<file path="src/rtl/opstage_pkg.sv">
package opstage_pkg;
  localparam int WORD_W = 16;
  localparam int SEL_W  = 4;

  localparam logic [SEL_W-1:0] R_AX = 4'd0;
  localparam logic [SEL_W-1:0] R_BX = 4'd3;
  localparam logic [SEL_W-1:0] R_BP = 4'd5;
  localparam logic [SEL_W-1:0] R_SI = 4'd6;
  localparam logic [SEL_W-1:0] R_DI = 4'd7;
  localparam logic [SEL_W-1:0] R_ES = 4'd8;
  localparam logic [SEL_W-1:0] R_DS = 4'd11;

  typedef enum logic [2:0] {
    OP_LEA  = 3'd0,
    OP_LDS  = 3'd1,
    OP_LES  = 3'd2,
    OP_JMPF = 3'd3,
    OP_XLAT = 3'd4,
    OP_XCHG = 3'd5
  } op_e;

  typedef struct packed {
    logic             en;
    logic [SEL_W-1:0] sel;
  } rsrc_t;

  function automatic logic is_mem_form(input logic [1:0] md);
    return md != 2'b11;
  endfunction

  function automatic rsrc_t ea_base(input logic [1:0] md, input logic [2:0] rm);
    rsrc_t r;
    r.en = 1'b1;
    case (rm)
      3'b000, 3'b001, 3'b111: r.sel = R_BX;
      3'b010, 3'b011:         r.sel = R_BP;
      3'b100:                 r.sel = R_SI;
      3'b101:                 r.sel = R_DI;
      default: begin
        r.sel = R_BP;
        r.en  = (md != 2'b00);
      end
    endcase
    return r;
  endfunction

  function automatic rsrc_t ea_index(input logic [2:0] rm);
    rsrc_t r;
    case (rm)
      3'b000, 3'b010: begin r.en = 1'b1; r.sel = R_SI; end
      3'b001, 3'b011: begin r.en = 1'b1; r.sel = R_DI; end
      default:        begin r.en = 1'b0; r.sel = R_AX; end
    endcase
    return r;
  endfunction

  function automatic logic [WORD_W-1:0] ea_disp(input logic [1:0] md,
                                                input logic [2:0] rm,
                                                input logic [WORD_W-1:0] d);
    case (md)
      2'b00:   return (rm == 3'b110) ? d : '0;
      2'b01:   return {{(WORD_W-8){d[7]}}, d[7:0]};
      2'b10:   return d;
      default: return '0;
    endcase
  endfunction

  function automatic logic [WORD_W-1:0] xlat_addr(input logic [WORD_W-1:0] bx,
                                                  input logic [7:0] al);
    return bx + {{(WORD_W-8){1'b0}}, al};
  endfunction
endpackage

</file>
<file path="src/rtl/opstage_hidden.sv">
module opstage_hidden
  import opstage_pkg::*;
(
  input  logic              clk,
  input  logic              rst_n,
  input  logic              ind_we,
  input  logic [WORD_W-1:0] ind_d,
  input  logic              tmp_we,
  input  logic [WORD_W-1:0] tmp_d,
  output logic [WORD_W-1:0] ind_q,
  output logic [WORD_W-1:0] tmp_q
);
  always_ff @(posedge clk) begin
    if (!rst_n) begin
      ind_q <= '0;
      tmp_q <= '0;
    end else begin
      if (ind_we) ind_q <= ind_d;
      if (tmp_we) tmp_q <= tmp_d;
    end
  end
endmodule

</file>
<file path="src/rtl/opstage_ea.sv">
module opstage_ea
  import opstage_pkg::*;
(
  input  logic              clk,
  input  logic              rst_n,
  input  logic              base_phase,
  input  logic              idx_phase,
  input  logic [1:0]        md,
  input  logic [2:0]        rm,
  input  logic [WORD_W-1:0] disp,
  input  logic [WORD_W-1:0] rf_rdata,
  output logic [SEL_W-1:0]  ea_rsel,
  output logic [WORD_W-1:0] ea_sum
);
  rsrc_t             base_src;
  rsrc_t             idx_src;
  logic [WORD_W-1:0] acc_q;

  assign base_src = ea_base(md, rm);
  assign idx_src  = ea_index(rm);
  assign ea_rsel  = idx_phase ? idx_src.sel : base_src.sel;

  always_ff @(posedge clk) begin
    if (!rst_n)          acc_q <= '0;
    else if (base_phase) acc_q <= base_src.en ? rf_rdata : '0;
  end

  assign ea_sum = acc_q + (idx_src.en ? rf_rdata : '0) + ea_disp(md, rm, disp);
endmodule

</file>
<file path="src/rtl/opstage_ctrl.sv">
module opstage_ctrl
  import opstage_pkg::*;
#(
  parameter int unsigned SEG_OFFSET = 2
) (
  input  logic              clk,
  input  logic              rst_n,
  input  logic              start,
  input  logic [2:0]        op,
  input  logic [7:0]        modrm,
  input  logic [WORD_W-1:0] disp,
  output logic              ready,
  output logic              done,
  output logic [SEL_W-1:0]  rf_rsel,
  input  logic [WORD_W-1:0] rf_rdata,
  output logic              rf_we,
  output logic [SEL_W-1:0]  rf_wsel,
  output logic [WORD_W-1:0] rf_wdata,
  output logic [1:0]        rf_wbe,
  output logic              mem_req,
  output logic [WORD_W-1:0] mem_addr,
  input  logic [WORD_W-1:0] mem_rdata,
  output logic              jmp_valid,
  output logic [WORD_W-1:0] jmp_seg,
  output logic [WORD_W-1:0] jmp_off,
  input  logic [WORD_W-1:0] ind_q,
  input  logic [WORD_W-1:0] tmp_q,
  output logic              ind_we,
  output logic [WORD_W-1:0] ind_d,
  output logic              tmp_we,
  output logic [WORD_W-1:0] tmp_d,
  output logic              base_phase,
  output logic              idx_phase,
  output logic [1:0]        md_q,
  output logic [2:0]        rm_q,
  output logic [WORD_W-1:0] disp_q,
  input  logic [SEL_W-1:0]  ea_rsel,
  input  logic [WORD_W-1:0] ea_sum
);
  typedef enum logic [3:0] {
    S_IDLE, S_EA_B, S_EA_I, S_LEA_W, S_MEM0, S_MEM1, S_MEM2, S_JREG,
    S_XL_A, S_XL_B, S_XL_M, S_XL_W, S_XC_1, S_XC_2, S_XC_3, S_NOP
  } st_e;

  localparam logic [WORD_W-1:0] SEG_STEP = WORD_W'(SEG_OFFSET);

  st_e        st_q, st_d;
  logic [2:0] op_q;
  logic [2:0] reg_q;
  logic [7:0] al_q;
  logic       ea_load;
  logic       xlat_wr;

  function automatic st_e after_ea(input logic [2:0] o, input logic [1:0] md);
    case (o)
      OP_LEA:          return S_LEA_W;
      OP_LDS, OP_LES:  return S_MEM0;
      OP_JMPF:         return is_mem_form(md) ? S_MEM0 : S_JREG;
      default:         return S_NOP;
    endcase
  endfunction

  always_comb begin
    st_d = st_q;
    case (st_q)
      S_IDLE: if (start) begin
        if (op == OP_XLAT)             st_d = S_XL_A;
        else if (op == OP_XCHG)        st_d = S_XC_1;
        else if (op > OP_XCHG)         st_d = S_NOP;
        else if (is_mem_form(modrm[7:6])) st_d = S_EA_B;
        else                           st_d = after_ea(op, modrm[7:6]);
      end
      S_EA_B:  st_d = S_EA_I;
      S_EA_I:  st_d = after_ea(op_q, md_q);
      S_MEM0:  st_d = S_MEM1;
      S_MEM1:  st_d = S_MEM2;
      S_XL_A:  st_d = S_XL_B;
      S_XL_B:  st_d = S_XL_M;
      S_XL_M:  st_d = S_XL_W;
      S_XC_1:  st_d = S_XC_2;
      S_XC_2:  st_d = S_XC_3;
      default: st_d = S_IDLE;
    endcase
  end

  always_ff @(posedge clk) begin
    if (!rst_n) begin
      st_q   <= S_IDLE;
      op_q   <= '0;
      md_q   <= '0;
      reg_q  <= '0;
      rm_q   <= '0;
      disp_q <= '0;
      al_q   <= '0;
    end else begin
      st_q <= st_d;
      if (st_q == S_IDLE && start) begin
        op_q   <= op;
        md_q   <= modrm[7:6];
        reg_q  <= modrm[5:3];
        rm_q   <= modrm[2:0];
        disp_q <= disp;
      end
      if (st_q == S_XL_A) al_q <= rf_rdata[7:0];
    end
  end

  assign ready      = (st_q == S_IDLE);
  assign base_phase = (st_q == S_EA_B);
  assign idx_phase  = (st_q == S_EA_I);
  assign ea_load    = idx_phase;

  always_comb begin
    done      = 1'b0;
    rf_rsel   = R_AX;
    rf_we     = 1'b0;
    rf_wsel   = R_AX;
    rf_wdata  = '0;
    rf_wbe    = 2'b11;
    mem_req   = 1'b0;
    mem_addr  = ind_q;
    jmp_valid = 1'b0;
    jmp_seg   = '0;
    jmp_off   = '0;
    ind_we    = 1'b0;
    ind_d     = ea_sum;
    tmp_we    = 1'b0;
    tmp_d     = mem_rdata;
    case (st_q)
      S_EA_B: rf_rsel = ea_rsel;
      S_EA_I: begin
        rf_rsel = ea_rsel;
        ind_we  = 1'b1;
      end
      S_LEA_W: begin
        rf_we    = 1'b1;
        rf_wsel  = {1'b0, reg_q};
        rf_wdata = ind_q;
        done     = 1'b1;
      end
      S_MEM0: mem_req = 1'b1;
      S_MEM1: begin
        mem_req  = 1'b1;
        mem_addr = ind_q + SEG_STEP;
        tmp_we   = 1'b1;
        if (op_q != OP_JMPF) begin
          rf_we    = 1'b1;
          rf_wsel  = {1'b0, reg_q};
          rf_wdata = mem_rdata;
        end
      end
      S_MEM2: begin
        done = 1'b1;
        if (op_q == OP_JMPF) begin
          jmp_valid = 1'b1;
          jmp_seg   = mem_rdata;
          jmp_off   = tmp_q;
        end else begin
          rf_we    = 1'b1;
          rf_wsel  = (op_q == OP_LDS) ? R_DS : R_ES;
          rf_wdata = mem_rdata;
        end
      end
      S_JREG: begin
        done      = 1'b1;
        jmp_valid = 1'b1;
        jmp_seg   = ind_q;
        jmp_off   = tmp_q;
      end
      S_XL_A: rf_rsel = R_AX;
      S_XL_B: begin
        rf_rsel = R_BX;
        ind_we  = 1'b1;
        ind_d   = xlat_addr(rf_rdata, al_q);
      end
      S_XL_M: mem_req = 1'b1;
      S_XL_W: begin
        rf_we    = 1'b1;
        rf_wsel  = R_AX;
        rf_wbe   = 2'b01;
        rf_wdata = {{(WORD_W-8){1'b0}}, mem_rdata[7:0]};
        done     = 1'b1;
      end
      S_XC_1: begin
        rf_rsel = {1'b0, rm_q};
        tmp_we  = 1'b1;
        tmp_d   = rf_rdata;
      end
      S_XC_2: begin
        rf_rsel  = {1'b0, reg_q};
        rf_we    = 1'b1;
        rf_wsel  = {1'b0, rm_q};
        rf_wdata = rf_rdata;
      end
      S_XC_3: begin
        rf_we    = 1'b1;
        rf_wsel  = {1'b0, reg_q};
        rf_wdata = tmp_q;
        done     = 1'b1;
      end
      S_NOP: done = 1'b1;
      default: ;
    endcase
  end

  assign xlat_wr = rf_we && (op_q == OP_XLAT);

  AST_DONE_SINGLE: assert property (@(posedge clk) disable iff (!rst_n)
    done |=> !done) else $error("done longer than one cycle");
  AST_BUSY_AFTER_START: assert property (@(posedge clk) disable iff (!rst_n)
    (start && ready) |=> !ready) else $error("ready after accept");
  AST_NO_EA_REGFORM: assert property (@(posedge clk) disable iff (!rst_n)
    ea_load |-> md_q != 2'b11) else $error("address step on register form");
  AST_XLAT_BYTE_ONLY: assert property (@(posedge clk) disable iff (!rst_n)
    xlat_wr |-> (rf_wbe == 2'b01 && rf_wsel == R_AX)) else $error("translate write");
endmodule

</file>
<file path="src/rtl/opstage_top.sv">
module opstage_top
  import opstage_pkg::*;
#(
  parameter int unsigned SEG_OFFSET = 2
) (
  input  logic        clk,
  input  logic        rst_n,
  input  logic        start,
  input  logic [2:0]  op,
  input  logic [7:0]  modrm,
  input  logic [15:0] disp,
  output logic        ready,
  output logic        done,
  output logic [3:0]  rf_rsel,
  input  logic [15:0] rf_rdata,
  output logic        rf_we,
  output logic [3:0]  rf_wsel,
  output logic [15:0] rf_wdata,
  output logic [1:0]  rf_wbe,
  output logic        mem_req,
  output logic [15:0] mem_addr,
  input  logic [15:0] mem_rdata,
  output logic        jmp_valid,
  output logic [15:0] jmp_seg,
  output logic [15:0] jmp_off,
  output logic [15:0] obs_ind,
  output logic [15:0] obs_tmp
);
  logic              ind_we, tmp_we;
  logic [WORD_W-1:0] ind_d, tmp_d, ind_q, tmp_q;
  logic              base_phase, idx_phase;
  logic [1:0]        md_q;
  logic [2:0]        rm_q;
  logic [WORD_W-1:0] disp_q, ea_sum;
  logic [SEL_W-1:0]  ea_rsel;

  opstage_ctrl #(.SEG_OFFSET(SEG_OFFSET)) u_ctrl (
    .clk(clk), .rst_n(rst_n), .start(start), .op(op), .modrm(modrm), .disp(disp),
    .ready(ready), .done(done), .rf_rsel(rf_rsel), .rf_rdata(rf_rdata),
    .rf_we(rf_we), .rf_wsel(rf_wsel), .rf_wdata(rf_wdata), .rf_wbe(rf_wbe),
    .mem_req(mem_req), .mem_addr(mem_addr), .mem_rdata(mem_rdata),
    .jmp_valid(jmp_valid), .jmp_seg(jmp_seg), .jmp_off(jmp_off),
    .ind_q(ind_q), .tmp_q(tmp_q), .ind_we(ind_we), .ind_d(ind_d),
    .tmp_we(tmp_we), .tmp_d(tmp_d), .base_phase(base_phase), .idx_phase(idx_phase),
    .md_q(md_q), .rm_q(rm_q), .disp_q(disp_q), .ea_rsel(ea_rsel), .ea_sum(ea_sum)
  );

  opstage_ea u_ea (
    .clk(clk), .rst_n(rst_n), .base_phase(base_phase), .idx_phase(idx_phase),
    .md(md_q), .rm(rm_q), .disp(disp_q), .rf_rdata(rf_rdata),
    .ea_rsel(ea_rsel), .ea_sum(ea_sum)
  );

  opstage_hidden u_hidden (
    .clk(clk), .rst_n(rst_n), .ind_we(ind_we), .ind_d(ind_d),
    .tmp_we(tmp_we), .tmp_d(tmp_d), .ind_q(ind_q), .tmp_q(tmp_q)
  );

  assign obs_ind = ind_q;
  assign obs_tmp = tmp_q;

  AST_JUMP_IS_FINAL: assert property (@(posedge clk) disable iff (!rst_n)
    jmp_valid |-> done) else $error("jump without done");
  AST_READ_NEAR_IND: assert property (@(posedge clk) disable iff (!rst_n)
    mem_req |-> (mem_addr == ind_q || mem_addr == ind_q + WORD_W'(SEG_OFFSET)))
    else $error("read away from hidden address");
  AST_IDLE_QUIET: assert property (@(posedge clk) disable iff (!rst_n)
    ready |-> (!rf_we && !mem_req && !jmp_valid)) else $error("activity while idle");
endmodule

</file>
<file path="config.mk">
export PLATFORM = sky130hd
export DESIGN_NAME = opstage_top
export DESIGN_NICKNAME = d
export VERILOG_FILES = /design/src/rtl/opstage_pkg.sv /design/src/rtl/opstage_hidden.sv /design/src/rtl/opstage_ea.sv /design/src/rtl/opstage_ctrl.sv /design/src/rtl/opstage_top.sv
export SDC_FILE = /design/constraint.sdc
export NUM_CORES = 1
export LEC_CHECK = 0
export ABC_CLOCK_PERIOD_IN_PS = 3300
export BUFFER_PORTS_ARGS = -buffer_cell sky130_fd_sc_hd__buf_2
export CAP_MARGIN = 20
export CORE_MARGIN = 3
export CORE_UTILIZATION = 41
export DETAILED_ROUTE_END_ITERATION = 6
export PLACE_DENSITY = 0.67
export SYNTH_ARGS = -nofsm -noshare
export SYNTH_HDL_FRONTEND = slang
export SYNTH_SLANG_ARGS = --single-unit
export TNS_END_PERCENT = 10
</file>
<file path="constraint.sdc">
create_clock -name clk -period 3.3 [get_ports clk]
set_input_delay 0 -clock clk [delete_from_list [all_inputs] [get_ports clk]]
set_output_delay 0 -clock clk [all_outputs]
set_load 0.01 [all_outputs]
</file>
==> results of run 1 <==
==> power by group through the flow <==
| stage | Sequential, uW | Combinational (uW) | Clock (uW) |
|---|---|---|---|
| after CTS | 1680 | 2450 | 1160 |
| after floorplan | 1600 | 1750 | 0 |
| after global routing | 1730 | 2790 | 1210 |
| after detailed placement | 1700 | 2410 | 0 |
| after global placement | 1700 | 2370 | 0 |
| final | 1690 | 2480 | 1140 |
==> cells in the final DEF, fill, tap and decap left out, types with 5 or more instances in the layout <==
master	instances
xnor2_1	27
nand2b_1	20
buf_2	170
nor3_1	7
mux2i_1	17
o21ai_1	7
buf_4	18
a21boi_1	15
a21boi_0	18
a21o_1	5
xor2_1	8
and3_1	6
dfxtp_1	87
o21ai_0	13
dlygate4sd3_1	34
nor2_1	62
nand3_1	15
nand2_1	152
a22oi_1	34
and2_1	19
fa_1	16
a222oi_1	16
nor2b_1	24
o221ai_1	8
ha_1	22
a21oi_1	49
inv_1	51
o211ai_1	8
clkbuf_16	9
a211oi_1	18
==> flip-flops by register name, indices dropped and copies added (netlist names) <==
register	cells
u_ctrl.disp_q	16
u_ctrl.al_q	8
u_ea.acc_q	16
u_ctrl.op_q	3
u_ctrl.reg_q	3
u_ctrl.md_q	2
u_ctrl.rm_q	3
u_ctrl.st_q	4
u_hidden.tmp_q	16
u_hidden.ind_q	16
==> critical path, cell delays in order (launching register included) <==
cell and delay, ns:
dfxtp_1 0.30, and3b_1 0.22, nor3_1 0.05, a21oi_1 0.12, buf_4 0.15, nand2_1 0.08, fa_1 0.52, inv_1 0.07
ha_4 0.26, a211o_1 0.29, a31o_2 0.26, a31oi_4 0.22, o21ai_1 0.09, mux2_2 0.27, a21oi_1 0.13
==> metrics by stage <==
step,utilization [%],cell area [um2]
floorplan,-,6680
global placement,48.1,7660
detailed placement,48.1,7660
CTS,52.3,8340
global route,52.5,8380
finish,52.5,8380
==> cell families after synthesis <==
| logic type | synth area share, % |
|---|---|
| adders and majority gates | 9.40 |
| other | 0.112 |
| muxes | 3.22 |
| and+or+nand+nor | 25.0 |
| AOI/OAI and AO/OA | 24.7 |
| DFF | 26.1 |
| xor gates and xnor gates | 4.59 |
| buffers and inverters | 6.95 |
==> path summary, 6_finish.rpt <==
path,startpoint,endpoint,slack (ns),depth (start not counted)
worst min-delay path,rf_rdata[5],u_ctrl.al_q[5],0.02,3
worst min register to register,u_ctrl.al_q[7],u_ctrl.al_q[7],0.46,2
worst max register to register,u_ctrl.rm_q[0],u_hidden.ind_q[12],0.21,14
worst max-delay path,u_ctrl.rm_q[0],u_hidden.ind_q[12],0.21,14
==> final cells by class <==
type | count | share of cell area [%]
inverters | 52 | 2.33
clock inverters | 5 | 0.941
repair buffers | 222 | 15.8
flip-flops and latches | 87 | 20.8
clock buffers | 11 | 3.02
well taps | 216 | 3.23
multi-input cells | 668 | 53.9
==> routing by layer <==
metal	wire (um)	vias up	GRT usage [%]	share of wire, %
met2	9770	241	38.0	47
met1	9080	3239	29.9	44
met3	1280	42	4.46	6.2
met5	0	-	0	0
met4	543	0	8.17	2.6
li1	-	3367	-	-
==> what timing repair did <==
action,in CTS,in global routing
gates resized for setup,0,7
setup endpoints to repair,0,7
hold buffers,34,0
hold endpoints to repair,34,0
==> results.json, run 1 <==
{
  "status": "completed",
  "numCtsBuffers": 9,
  "via_count": 6889,
  "grtUsageTotal_pct": 22.9,
  "drcViolationCount": 0,
  "cts_tree": "yes",
  "die_area_um2": 17900,
  "slew_headroom_pct": 35.1,
  "synth_cell_types": 75,
  "syn_nets": 962,
  "netlist_area_um2": 6680,
  "start_kind": "register",
  "antenna_found_initial": 0,
  "grt_max_degree": 68,
  "synth_seq_cells": 87,
  "postSynthAreaPerCell_um2": 7.77,
  "synth_top_area_share_pct": 26.1,
  "synth_most_common_cell": "nand2_1",
  "rsz0062_at_grt": "no",
  "async_flop_share_pct": 0,
  "synth_top_area_cell": "dfxtp_1",
  "placedCellCount": 1210,
  "fillers": 1583,
  "whs_ns": 0.0154,
  "combPwrFrac_pct": 46.7,
  "cts_buffer_depth": 2,
  "leakage_uw": 0.00375,
  "p_sw_uw": 2250,
  "grt_pass1_vias": 6517,
  "power_uw": 5310,
  "setup_viol": 0,
  "finalWirelength_mm": 20.7,
  "wire_per_inst_um": 16.4,
  "drv_cap": 0,
  "htreeDepth": 3,
  "numPortBuffers": 170,
  "slew_viol_final": 0,
  "areaGrowthSynthToFinish_pct": 25.3,
  "drt-initial-drc-count": 604,
  "stdcell_count": 1261,
  "io_pins": 173,
  "place_congestion": 0.880,
  "postRouteAntennaNets": 0,
  "finClkSkew_ns": 0.00349,
  "rows": 46,
  "fin_crit_ns": 3.09,
  "pwr-share-seq_pct": 31.8,
  "dpl.hpwl_mm": 15.4,
  "finalCritPeriodShare_pct": 93.8,
  "diodes": 0,
  "vias_per_cell": 5.46,
  "synthCells": 860,
  "cts_num_sinks": 87,
  "postCtsSetupRepairBufs": 0,
  "regArea_um2": 1740,
  "crit_path_max_fanout": 8,
  "crit_type": "reg2reg",
  "initial_core_util_pct": 41.9,
  "yosysSeqAreaShare_pct": 26.1,
  "peakVddDrop_mv": 0.415,
  "hold_violations": 0,
  "ys.flop_type": "dfxtp_1",
  "die_h_um": 134,
  "nets": 1142,
  "cp-end-kind": "register",
  "min_path_type": "in2reg",
  "drt_pass1_iterations": 7,
  "fin_ws_ns": 0.205,
  "path_clk_slew_ns": 0.06,
  "die_w_um": 134,
  "p_int_uw": 3060,
  "max_freq_ghz": 0.323,
  "root_buffer": "clkbuf_16",
  "worstMarginPinSlew_ns": 0.971,
  "ys_warn_count": 0,
  "synth_area_leaders": "dfxtp_1, nand2_1, fa_1, ha_1, a22oi_1",
  "synth_edf_count": 0,
  "synth_common_cells": "nand2_1, dfxtp_1, nor2_1",
  "grt-ovfl-total": 0,
  "post-place-ws_ns": 0.119,
  "grt_pass1_wl_mm": 33.6,
  "worstPathArrival_ns": 3.38,
  "tns_ns": 0,
  "drive_above_1_share_pct": 22.3,
  "coreArea_um2": 15900,
  "cp.required_ns": 3.58,
  "netSwitchingFraction_pct": 42.4,
  "power.density_nw_per_um2": 634,
  "multi_input_area_um2": 4510,
  "power_frac_clock_pct": 21.5,
  "clock_latency_ns": 0.34
}
No activity file was read; power rests on OpenSTA's default activity.
==> inputs of run 2 (changes only) <==
Settings changed: PLACE_DENSITY 0.67 to 0.79.
==> results.json, run 2 (synthesized netlist as in run 1, its figures left out) <==
{
  "status": "finished with violations",
  "violations": "DRC",
  "drt-initial-drc-count": 635,
  "cp.required_ns": 3.59,
  "initial_core_util_pct": 41.9,
  "setup_viol": 0,
  "grt_max_degree": 68,
  "cp-end-kind": "register",
  "fin_crit_ns": 3.09,
  "peakVddDrop_mv": 0.530,
  "power.density_nw_per_um2": 622,
  "numPortBuffers": 170,
  "cts_num_sinks": 87,
  "htreeDepth": 3,
  "worstMarginPinSlew_ns": 0.997,
  "drcViolationCount": 2,
  "die_w_um": 134,
  "slew_headroom_pct": 33.4,
  "cts_tree": "yes",
  "postRouteAntennaNets": 0,
  "clock_latency_ns": 0.36,
  "grt_pass1_wl_mm": 33.1,
  "numCtsBuffers": 9,
  "vias_per_cell": 5.54,
  "path_clk_slew_ns": 0.07,
  "stdcell_count": 1264,
  "multi_input_area_um2": 4510,
  "hold_violations": 0,
  "areaGrowthSynthToFinish_pct": 25.2,
  "die_h_um": 134,
  "most-common-layout-cells": "buf_2, nand2_1, dfxtp_1",
  "leakage_uw": 0.00375,
  "placedCellCount": 1211,
  "grt-ovfl-total": 0,
  "wire_per_inst_um": 16.4,
  "grtUsageTotal_pct": 22.5,
  "min_path_type": "in2reg",
  "worstPathArrival_ns": 3.38,
  "antenna_found_initial": 0,
  "tns_ns": 0,
  "drv_cap": 0,
  "drt_pass1_iterations": 7,
  "start_kind": "register",
  "io_pins": 173,
  "root_buffer": "clkbuf_16",
  "cts_buffer_depth": 2,
  "die_area_um2": 17900,
  "slew_viol_final": 0,
  "finalWirelength_mm": 20.7,
  "via_count": 7004,
  "rows": 46,
  "nets": 1145,
  "finClkSkew_ns": 0.00805,
  "max_freq_ghz": 0.324,
  "coreArea_um2": 15900,
  "finalCritPeriodShare_pct": 93.6,
  "regArea_um2": 1740,
  "drive_above_1_share_pct": 22.5,
  "crit_type": "reg2reg",
  "dpl.hpwl_mm": 15.2,
  "fillers": 1507,
  "crit_path_max_fanout": 8,
  "diodes": 0,
  "grt_pass1_vias": 6591,
  "final_common_cell": "buf_2",
  "post-route-util_pct": 52.5,
  "place_congestion": 0.889
}
[run 2: path summary, 6_finish.rpt]
kind	from	endpoint	slack, ns	depth (start not counted)
setup / recovery	u_ctrl.rm_q[0]	u_hidden.ind_q[12]	0.21	14
hold / removal	mem_rdata[2]	u_hidden.tmp_q[2]	0.01	3
setup reg to reg	u_ctrl.rm_q[0]	u_hidden.ind_q[12]	0.21	14
hold reg to reg	u_ctrl.al_q[7]	u_ctrl.al_q[7]	0.47	2
[run 2: layout make-up]
class / count / area share [%]
Clock buffer: 10 / 2.74
Sequential cell: 87 / 20.8
Tap cell: 216 / 3.23
Inverter: 52 / 2.33
Clock inverter: 6 / 0.822
Timing Repair Buffer: 225 / 16.1
Multi-Input combinational cell: 668 / 53.9
[run 2: stage by stage]
step	worst slack [ns]	power, uW	hold WS, ns	cell area [um2]
global route	-0.000160	5580	0.0222	8370
finish	0.210	5200	0.0109	8370
CTS	0.129	5170	0.00599	8320
detailed placement	0.155	4080	0.254	7670
global placement	0.217	4030	0.248	7670
floorplan	0.0328	3350	0.115	6680
[run 2: repair_timing]
action	CTS	global route
hold buffers	35	0
buffers inserted	0	1
endpoints found under the setup margin	0	8
endpoints found under the hold margin	37	0
gates resized for setup	0	9
[run 2: layer usage]
| layer | global-route usage, % | up-vias | part of all wire (%) | wire (um) |
|---|---|---|---|---|
| met5 | 0 | - | 0 | 0 |
| li1 | - | 3369 | - | - |
| met1 | 29.2 | 3290 | 43 | 8810 |
| met2 | 38.1 | 310 | 48 | 10000 |
| met4 | 6.00 | 0 | 2.0 | 419 |
| met3 | 4.98 | 35 | 7.1 | 1480 |
[run 2: worst max-delay path, cell delays in order, from the launching register on]
cell and delay, ns:
dfxtp_1 0.31, and3b_1 0.22, nor3_1 0.05, a21oi_1 0.11
buf_4 0.16, nand2_1 0.08, fa_1 0.50, inv_1 0.04
ha_2 0.31, a211o_1 0.29, a31o_1 0.26, a31oi_4 0.20
o21ai_1 0.09, mux2_2 0.27, a21oi_1 0.13
[run 2: power by group]
group	switching [uW]	leakage (uW)	total, uW	internal, uW
Clock	458	0.000143	1050	591
Sequential	381	0.000708	1680	1300
Combinational	1420	0.00290	2470	1050
